<file path="config.mk">
export PLATFORM = sky130hd
export DESIGN_NAME = pwr_guard
export DESIGN_NICKNAME = d
export VERILOG_FILES = /design/src/rtl/pwr_guard_pkg.sv /design/src/rtl/pwr_guard_qual.sv /design/src/rtl/pwr_guard_fault.sv /design/src/rtl/pwr_guard_pgood.sv /design/src/rtl/pwr_guard.sv
export SDC_FILE = /design/constraint.sdc
export NUM_CORES = 1
export LEC_CHECK = 0
export BUFFER_PORTS_ARGS = -buffer_cell sky130_fd_sc_hd__buf_2
export CAP_MARGIN = 40
export CORE_AREA = 2 2 62 64
export CTS_BUF_LIST = sky130_fd_sc_hd__clkbuf_8 sky130_fd_sc_hd__clkbuf_16
export CTS_CLUSTER_SIZE = 12
export DETAILED_ROUTE_END_ITERATION = 12
export DIE_AREA = 0 0 64 66
export PLACE_DENSITY = 0.67
export RECOVER_POWER = 100
export SLEW_MARGIN = 20
export SYNTH_ARGS = -nofsm -noshare
export SYNTH_HDL_FRONTEND = slang
export SYNTH_SLANG_ARGS = --single-unit
</file>
<file path="constraint.sdc">
create_clock -name clk -period 2.1 [get_ports clk]
set_input_delay 0.105 -clock clk [delete_from_list [all_inputs] [get_ports clk]]
set_output_delay 0.105 -clock clk [all_outputs]
set_load 0.03 [all_outputs]
</file>
<file path="src/rtl/pwr_guard_pkg.sv">
package pwr_guard_pkg;

    // Index of each latched fault in the fault vector
    localparam int unsigned FLT_UV = 0;
    localparam int unsigned FLT_OV = 1;
    localparam int unsigned N_FLT  = 2;

    // Comparator flags seen at the feedback node and thermal sensor
    typedef struct packed {
        logic below_uv;
        logic below_pg;
        logic above_ov;
        logic over_temp;
    } fb_flags_t;

    // Latched fault state
    typedef struct packed {
        logic uv;
        logic ov;
    } fault_t;

    // Power-good may remain asserted only inside the wide window, with no fault
    function automatic logic pg_hold(fb_flags_t f, fault_t l);
        return !f.below_uv && !f.above_ov && !f.over_temp && !l.uv && !l.ov;
    endfunction

    // Power-good may start its delay only inside the narrow window
    function automatic logic pg_rise(fb_flags_t f, fault_t l);
        return pg_hold(f, l) && !f.below_pg;
    endfunction

    // Qualification window for a given fault index
    function automatic int unsigned flt_len(int unsigned idx, int unsigned uv_len,
                                            int unsigned ov_len);
        return (idx == FLT_UV) ? uv_len : ov_len;
    endfunction

endpackage

</file>
<file path="src/rtl/pwr_guard_qual.sv">
// Consecutive-cycle qualifier: fire is high on the edge where arm has been
// sampled high LEN times in a row. Any low sample restarts the count.
module pwr_guard_qual #(
    parameter int unsigned LEN = 16
) (
    input  logic clk,
    input  logic rst,
    input  logic clr,
    input  logic arm,
    input  logic stop,
    output logic fire
);
    localparam int unsigned CW = (LEN < 2) ? 1 : $clog2(LEN);
    localparam logic [CW-1:0] LAST = CW'(LEN - 1);

    logic [CW-1:0] cnt;

    assign fire = arm && !stop && !clr && (cnt == LAST);

    always_ff @(posedge clk) begin
        if (rst || clr || stop || !arm || fire) begin
            cnt <= '0;
        end else begin
            cnt <= cnt + 1'b1;
        end
    end

    // count never passes the end of its window
    p_cnt_bound_r3: assert property (@(posedge clk) disable iff (rst) cnt <= LAST);
    // a low sample restarts the window
    p_restart_r3: assert property (@(posedge clk) disable iff (rst) !arm |=> (cnt == '0));

endmodule

</file>
<file path="src/rtl/pwr_guard_fault.sv">
// One qualified fault with a sticky latch, cleared only by clr
module pwr_guard_fault #(
    parameter int unsigned LEN = 16
) (
    input  logic clk,
    input  logic rst,
    input  logic clr,
    input  logic arm,
    output logic latched
);
    logic fire;

    pwr_guard_qual #(.LEN(LEN)) u_qual (
        .clk  (clk),
        .rst  (rst),
        .clr  (clr),
        .arm  (arm),
        .stop (latched),
        .fire (fire)
    );

    always_ff @(posedge clk) begin
        if (rst || clr) begin
            latched <= 1'b0;
        end else if (fire) begin
            latched <= 1'b1;
        end
    end

    // latch stays set while no clear is sampled
    p_sticky_r4: assert property (@(posedge clk) disable iff (rst)
        (latched && !clr) |=> latched);
    // a sampled clear empties the latch
    p_clear_r8: assert property (@(posedge clk) disable iff (rst) clr |=> !latched);

endmodule

</file>
<file path="src/rtl/pwr_guard_pgood.sv">
// Power-good tracker: delayed rise, immediate fall
module pwr_guard_pgood #(
    parameter int unsigned LEN = 64
) (
    input  logic clk,
    input  logic rst,
    input  logic active,
    input  logic hold,
    input  logic rise,
    output logic power_ok
);
    logic pg_state;
    logic fire;

    pwr_guard_qual #(.LEN(LEN)) u_qual (
        .clk  (clk),
        .rst  (rst),
        .clr  (!active),
        .arm  (rise),
        .stop (pg_state),
        .fire (fire)
    );

    always_ff @(posedge clk) begin
        if (rst) begin
            pg_state <= 1'b0;
        end else begin
            pg_state <= active && hold && (pg_state || fire);
        end
    end

    assign power_ok = pg_state && hold && active;

    // state rises only after a qualifying sample
    p_pg_rise_r6: assert property (@(posedge clk) disable iff (rst)
        $rose(pg_state) |-> $past(rise));
    // leaving the wide window drops the output in the same cycle
    p_pg_drop_r7: assert property (@(posedge clk) disable iff (rst) !hold |-> !power_ok);

endmodule

</file>
<file path="src/rtl/pwr_guard.sv">
module pwr_guard
    import pwr_guard_pkg::*;
#(
    parameter int unsigned UV_DEBOUNCE_CYC = 2000,
    parameter int unsigned OV_FILTER_CYC   = 188,
    parameter int unsigned PG_DELAY_CYC    = 7875
) (
    input  logic clk,
    input  logic rst,
    input  logic en,
    input  logic por_good,
    input  logic ss_done,
    input  logic fb_below_uv,
    input  logic fb_below_pg,
    input  logic fb_above_ov,
    input  logic over_temp,
    output logic power_ok,
    output logic force_low_side_on,
    output logic force_both_off,
    output logic soft_stop_req
);
    logic             active;
    fb_flags_t        flags;
    fault_t           faults;
    logic [N_FLT-1:0] arm;
    logic [N_FLT-1:0] latched;
    logic             hold;
    logic             rise;

    assign active = en && por_good;
    assign flags  = '{below_uv: fb_below_uv, below_pg: fb_below_pg,
                      above_ov: fb_above_ov, over_temp: over_temp};

    // Undervoltage is masked until soft-start completes; overvoltage is not
    assign arm[FLT_UV] = active && ss_done && flags.below_uv;
    assign arm[FLT_OV] = active && flags.above_ov;

    for (genvar g = 0; g < N_FLT; g++) begin : g_flt
        localparam int unsigned L = flt_len(g, UV_DEBOUNCE_CYC, OV_FILTER_CYC);
        pwr_guard_fault #(.LEN(L)) u_fault (
            .clk     (clk),
            .rst     (rst),
            .clr     (!active),
            .arm     (arm[g]),
            .latched (latched[g])
        );
    end

    assign faults = '{uv: latched[FLT_UV], ov: latched[FLT_OV]};
    assign hold   = active && pg_hold(flags, faults);
    assign rise   = active && pg_rise(flags, faults);

    pwr_guard_pgood #(.LEN(PG_DELAY_CYC)) u_pgood (
        .clk      (clk),
        .rst      (rst),
        .active   (active),
        .hold     (hold),
        .rise     (rise),
        .power_ok (power_ok)
    );

    assign force_both_off    = active && (faults.uv || flags.over_temp);
    assign force_low_side_on = active && faults.ov && !force_both_off;
    assign soft_stop_req     = active && faults.uv;

    // no undervoltage latch while soft-start is still running
    p_uv_mask_r1: assert property (@(posedge clk) disable iff (rst)
        (!ss_done && !latched[FLT_UV]) |=> !latched[FLT_UV]);
    // a soft-stop request always comes with both gates off
    p_softstop_r2: assert property (@(posedge clk) disable iff (rst)
        soft_stop_req |-> force_both_off);
    // losing enable or supply clears every latched fault
    p_clear_r8: assert property (@(posedge clk) disable iff (rst)
        !active |=> (latched == '0));
    // over-temperature turns gates off and drops power-good at once
    p_ot_r9: assert property (@(posedge clk) disable iff (rst)
        (active && over_temp) |-> (force_both_off && !power_ok));
    // gate commands are mutually exclusive
    p_excl_r10: assert property (@(posedge clk) disable iff (rst)
        !(force_low_side_on && force_both_off));

endmodule

</file>
# Word-level counts from Yosys, hierarchy flattened

Cells that the tools add are included.

Flip-flop bits (word level): 35
Output and inout bits: 4
Input port bits: 9
Word-level logic and storage cells: 64

Eq/ne operators: 3
Reductions and logical operators: 52
Add/subtract/negate cells: 3

Operators with widths:

| kind                                                            | count |
|---|---|
| 1-bit logical AND                                               | 28 |
| 13-bit by 1-bit adder with 13-bit output, second input constant | 1 |
| 13-bit equality test, second input constant                     | 1 |
| 1-bit zero test                                                 | 12 |
| 1-bit logical OR                                                | 12 |
| 11-bit by 1-bit adder with 11-bit output, second input constant | 1 |
| 11-bit equality test, second input constant                     | 1 |
| 8-bit by 1-bit adder with 8-bit output, second input constant   | 1 |
| 8-bit equality test, second input constant                      | 1 |

# Depth between registers and ports, before layout

Depth in word-level cells: 12
Mapped depth: 7
Depth with buffers taken out: 6

# Modules after synthesis

From an unflattened synthesis, not the netlist that was laid out.

Cell total of the unflattened synthesis: 189
Area total of the unflattened synthesis: 1694.1 µm²

Modules (own cells, without submodules):

| module                                   | instances | area each (µm²) | sequential area each (µm²) | cells an instance |
|---|---|---|---|---|
| pwr_guard_qual (u_pgood.u_qual)          | 1         | 599.3           | 260.2                      | 67 |
| pwr_guard_qual (g_flt[0].u_fault.u_qual) | 1         | 519.2           | 220.2                      | 57 |
| pwr_guard_qual (g_flt[1].u_fault.u_qual) | 1         | 394.1           | 160.2                      | 42 |
| pwr_guard_fault                          | 2         | 33.8            | 20.0                       | 3 |
| pwr_guard                                | 1         | 65.1            | 0.0                        | 12 |
| pwr_guard_pgood                          | 1         | 48.8            | 20.0                       | 5 |

# Worst setup path before layout

Ideal clock, no wire load.

Kind: flip-flop to flip-flop
From: register g_flt[1].u_fault.u_qual.cnt[0]
To: register g_flt[1].u_fault.u_qual.cnt[2]
Arrival time: 1.561 ns
Library setup time: 0.062 ns
Clock period less this slack: 1.623 ns
Required time: 2.038 ns
Slack: 0.477 ns
Stages on the path, launching flop included: 7
Cell sequence: dfxtp_1 ha_1 nor4bb_1 and2_1 or4b_4 buf_6 nor2_2

Longest elaborated chain between the ends: 3

RTL lines:

| element                                                                                        | RTL line             | RTL |
|---|---|---|
| start, declared                                                                                | pwr_guard_qual.sv:16 | `logic [CW-1:0] cnt;` |
| start signal, assigned                                                                         | pwr_guard_qual.sv:24 | `cnt <= cnt + 1'b1;` |
| parallel branches: the longest is 3 deep, another holds 8-bit by 1-bit adder with 8-bit output | -                    |  |

Several ways; the timed one is not identified.
A chain may end at the register's enable or synchronous reset.

# Worst setup path after layout

From: register g_flt[1].u_fault.u_qual.cnt[0]
To: register g_flt[1].u_fault.u_qual.cnt[4]

Same word-level chain as after synthesis.

==> impl_metrics.env <==
export IMPL_status="complete, no violations"
export IMPL_die_area_mm2=0.00422
export IMPL_route_met2_wl_um=1300
export IMPL_worstPathRequired_ps=2320
export IMPL_synthCells=169
export IMPL_r2r_slack_ps=240
export IMPL_slew_violations=0
export IMPL_wl_met1_um=1190
export IMPL_synth_nets=182
export IMPL_fmax_mhz=538
export IMPL_synth_edf_count=0
export IMPL_top_layer="met4"
export IMPL_io_pins=13
export IMPL_syn2layout_area_growth_pct=10.2
export IMPL_hold_violations=0
export IMPL_cp_arrival_ps=2080
export IMPL_hold_depth=3
export IMPL_reg2reg_depth=5
export IMPL_critical_path_top_delay_family="simple AND/OR/NAND/NOR gates"
export IMPL_path_buf_inv=0
export IMPL_ys_async_sr_fraction=0
export IMPL_dr_first_iter_drc_count=24
export IMPL_min_to="g_flt[1].u_fault.latched"
export IMPL_yosysWarnings=0
export IMPL_coreArea_mm2=0.00355
export IMPL_synth_area_leaders="dfxtp_1 (45%), xor2_1 (9.5%), nor2_1 (7.7%)"
export IMPL_crit_chain="ha_1 > nor4bb_1 > and2_0 > or4b_1 > nor2_2"
export IMPL_period_share=0.885
export IMPL_timing_final_ws_setup_ps=241
export IMPL_hp_class="in2reg"
export IMPL_grt_pass1_vias=1132
export IMPL_vias_per_cell=5.00
export IMPL_cts_setup_buffers=0
export IMPL_dr_wl_met3_um=90
export IMPL_yosys_top_cells_count="dfxtp_1 (35), nor2_1 (32), xor2_1 (17)"
export IMPL_place_ws_ps=300
export IMPL_fin_crit_ps=1860
export IMPL_ant_nets=0
export IMPL_worst_slew_pin_slew_ps=570
export IMPL_num_vias=1165
export IMPL_overflow=0
export IMPL_cts_path_max_buffers=2
export IMPL_post_cts_resize_count=0
export IMPL_drt_total_wl_um=2650
export IMPL_synth_seq_cells=35
export IMPL_placementRows=22
export IMPL_post_drt_wl_per_cell_um=11.4
export IMPL_cts_tree="done"
export IMPL_die_w_um=64
export IMPL_drc=0
export IMPL_start_util=0.440
export IMPL_clkLatencyLatePin_ps=280
export IMPL_path_clk_slew_ps=70
export IMPL_critPathMaxFanout=8
export IMPL_critPathMaxStageDelay_ps=720
export IMPL_setup_worst_path_class="reg2reg"
export IMPL_cts_root_buf="clkbuf_8"
export IMPL_worst_r2r_endpoint="g_flt[1].u_fault.u_qual.cnt[4]"
export IMPL_rsz0062_at_grt="false"
export IMPL_final_setup_skew_ps=4.68
export IMPL_synth_top_area_share=0.449
export IMPL_holdCritStartpoint="fb_above_ov"
export IMPL_gr_usage_all_layers=0.145
export IMPL_yosysMostFrequentCell="dfxtp_1"
export IMPL_h_tree_depth=2
export IMPL_syn_area_per_cell_um2=9.24
export IMPL_place_congestion=0.848
export IMPL_cts_hold_buf=0
export IMPL_cp_slowest_cell="or4b_1"
export IMPL_drive_gt1_frac=0.141
export IMPL_nNetsFinal=197
export IMPL_yosysTopAreaCell="dfxtp_1"
export IMPL_reg2reg_from="g_flt[1].u_fault.u_qual.cnt[0]"
export IMPL_cts_buffers_inserted=5
export IMPL_ys_seq_area_frac=0.449
export IMPL_grt_pass1_wl_um=4710
export IMPL_syn_area_mm2=0.00156
export IMPL_endpoint_kind="register"
export IMPL_slew_headroom=0.620
export IMPL_critPathLaunchType="register"
export IMPL_cellPowerDensity_mw_per_mm2=660
export IMPL_first_pass_iters=4
export IMPL_yosys_most_used_dff="dfxtp_1"
export IMPL_setup_viol=0
export IMPL_antenna_found_initial=0
export IMPL_die_y_um=66
export IMPL_diodes=0
export IMPL_cts_num_sinks=35
export IMPL_yosysUniqueCellTypes=30
export IMPL_dp_hpwl_um=1990
export IMPL_p_leak_uw=0.000588
export IMPL_portBuffers=12
export IMPL_ir_drop_uv=488
export IMPL_setup_tns_final_ps=0
export IMPL_cap_violations=0
export IMPL_grt_max_degree=14
## routing by layer
| metal | up-vias | track usage |
|---|---|---|
| met3 | 9 | 0.0562 |
| met1 | 536 | 0.155 |
| met5 | - | 0 |
| li1 | 606 | - |
| met2 | 14 | 0.247 |
| met4 | 0 | 0.0734 |
## registers in the layout (all words and copies together), names as in the netlist
signal,flops
g_flt.u_fault.u_qual.cnt,19
u_pgood.u_qual.cnt,13
g_flt.u_fault.latched,2
u_pgood.pg_state,1
## power breakdown
| part | switching (uW) | total, uW | internal (uW) |
|---|---|---|---|
| Clock | 223 | 446 | 223 |
| Sequential | 0.875 | 665 | 665 |
| Combinational | 15.5 | 24.8 | 9.27 |
| Total | 240 | 1140 | 896 |
## layout by cell type (no fill, tap or decap), drive strengths merged, types with 2 or more instances in the layout
cell type	instances
and2	2
nand4	7
and4	3
clkbuf	8
nand2	10
nand3	11
nor4	3
dfxtp	35
inv	5
ha	4
xnor2	9
and3	5
buf	9
clkinv	2
nor4bb	3
xor2	17
nor2	40
nor3	3
## logic make-up after synthesis
kind of cell	Yosys count	share of synthesized area
compound gates	4	0.0232
xor+xnor	26	0.146
fa+ha+maj	4	0.0321
buf+inv	8	0.0264
flops	35	0.449
simple gates	92	0.324
## cell type report
type / instances / area (um2)
Clock inverter: 3 / 12.5
Fill cell: 330 / 1830
Sequential cell: 35 / 701
Timing Repair Buffer: 12 / 56.3
Multi-Input combinational cell: 126 / 807
Tap cell: 48 / 60.1
Inverter: 4 / 15.0
Clock buffer: 5 / 68.8
## worst reg2reg max path: stages (launching register included)
cell	delay [ps]
dfxtp_1	330
ha_1	250
nor4bb_1	140
and2_0	180
or4b_1	720
nor2_2	170
## through the flow
step                      power (uW)   util  std cells  hold WS (ps)  area, um2
final                           1140  0.484        233          73.1       1720
after global routing            1180  0.484        233          94.2       1720
after CTS                       1150  0.489        233          74.2       1740
after detailed placement         707  0.466        225           366       1660
after global placement           707  0.466        225           355       1660
after floorplan                  695      -        169           245       1560
## worst max path at each step
stage	slack, ps	startpoint	to	cells after the start
global route	110	g_flt[0].u_fault.u_qual.cnt[0]	g_flt[0].u_fault.u_qual.cnt[7]	5
detailed placement	300	g_flt[0].u_fault.u_qual.cnt[0]	g_flt[0].u_fault.u_qual.cnt[7]	5
floorplan	480	g_flt[1].u_fault.u_qual.cnt[0]	g_flt[1].u_fault.u_qual.cnt[2]	6
CTS	260	g_flt[0].u_fault.u_qual.cnt[0]	g_flt[0].u_fault.u_qual.cnt[7]	5
global placement	400	g_flt[0].u_fault.u_qual.cnt[0]	g_flt[0].u_fault.u_qual.cnt[9]	5
finish	240	g_flt[1].u_fault.u_qual.cnt[0]	g_flt[1].u_fault.u_qual.cnt[4]	5
(Power assumes the default switching activity.)
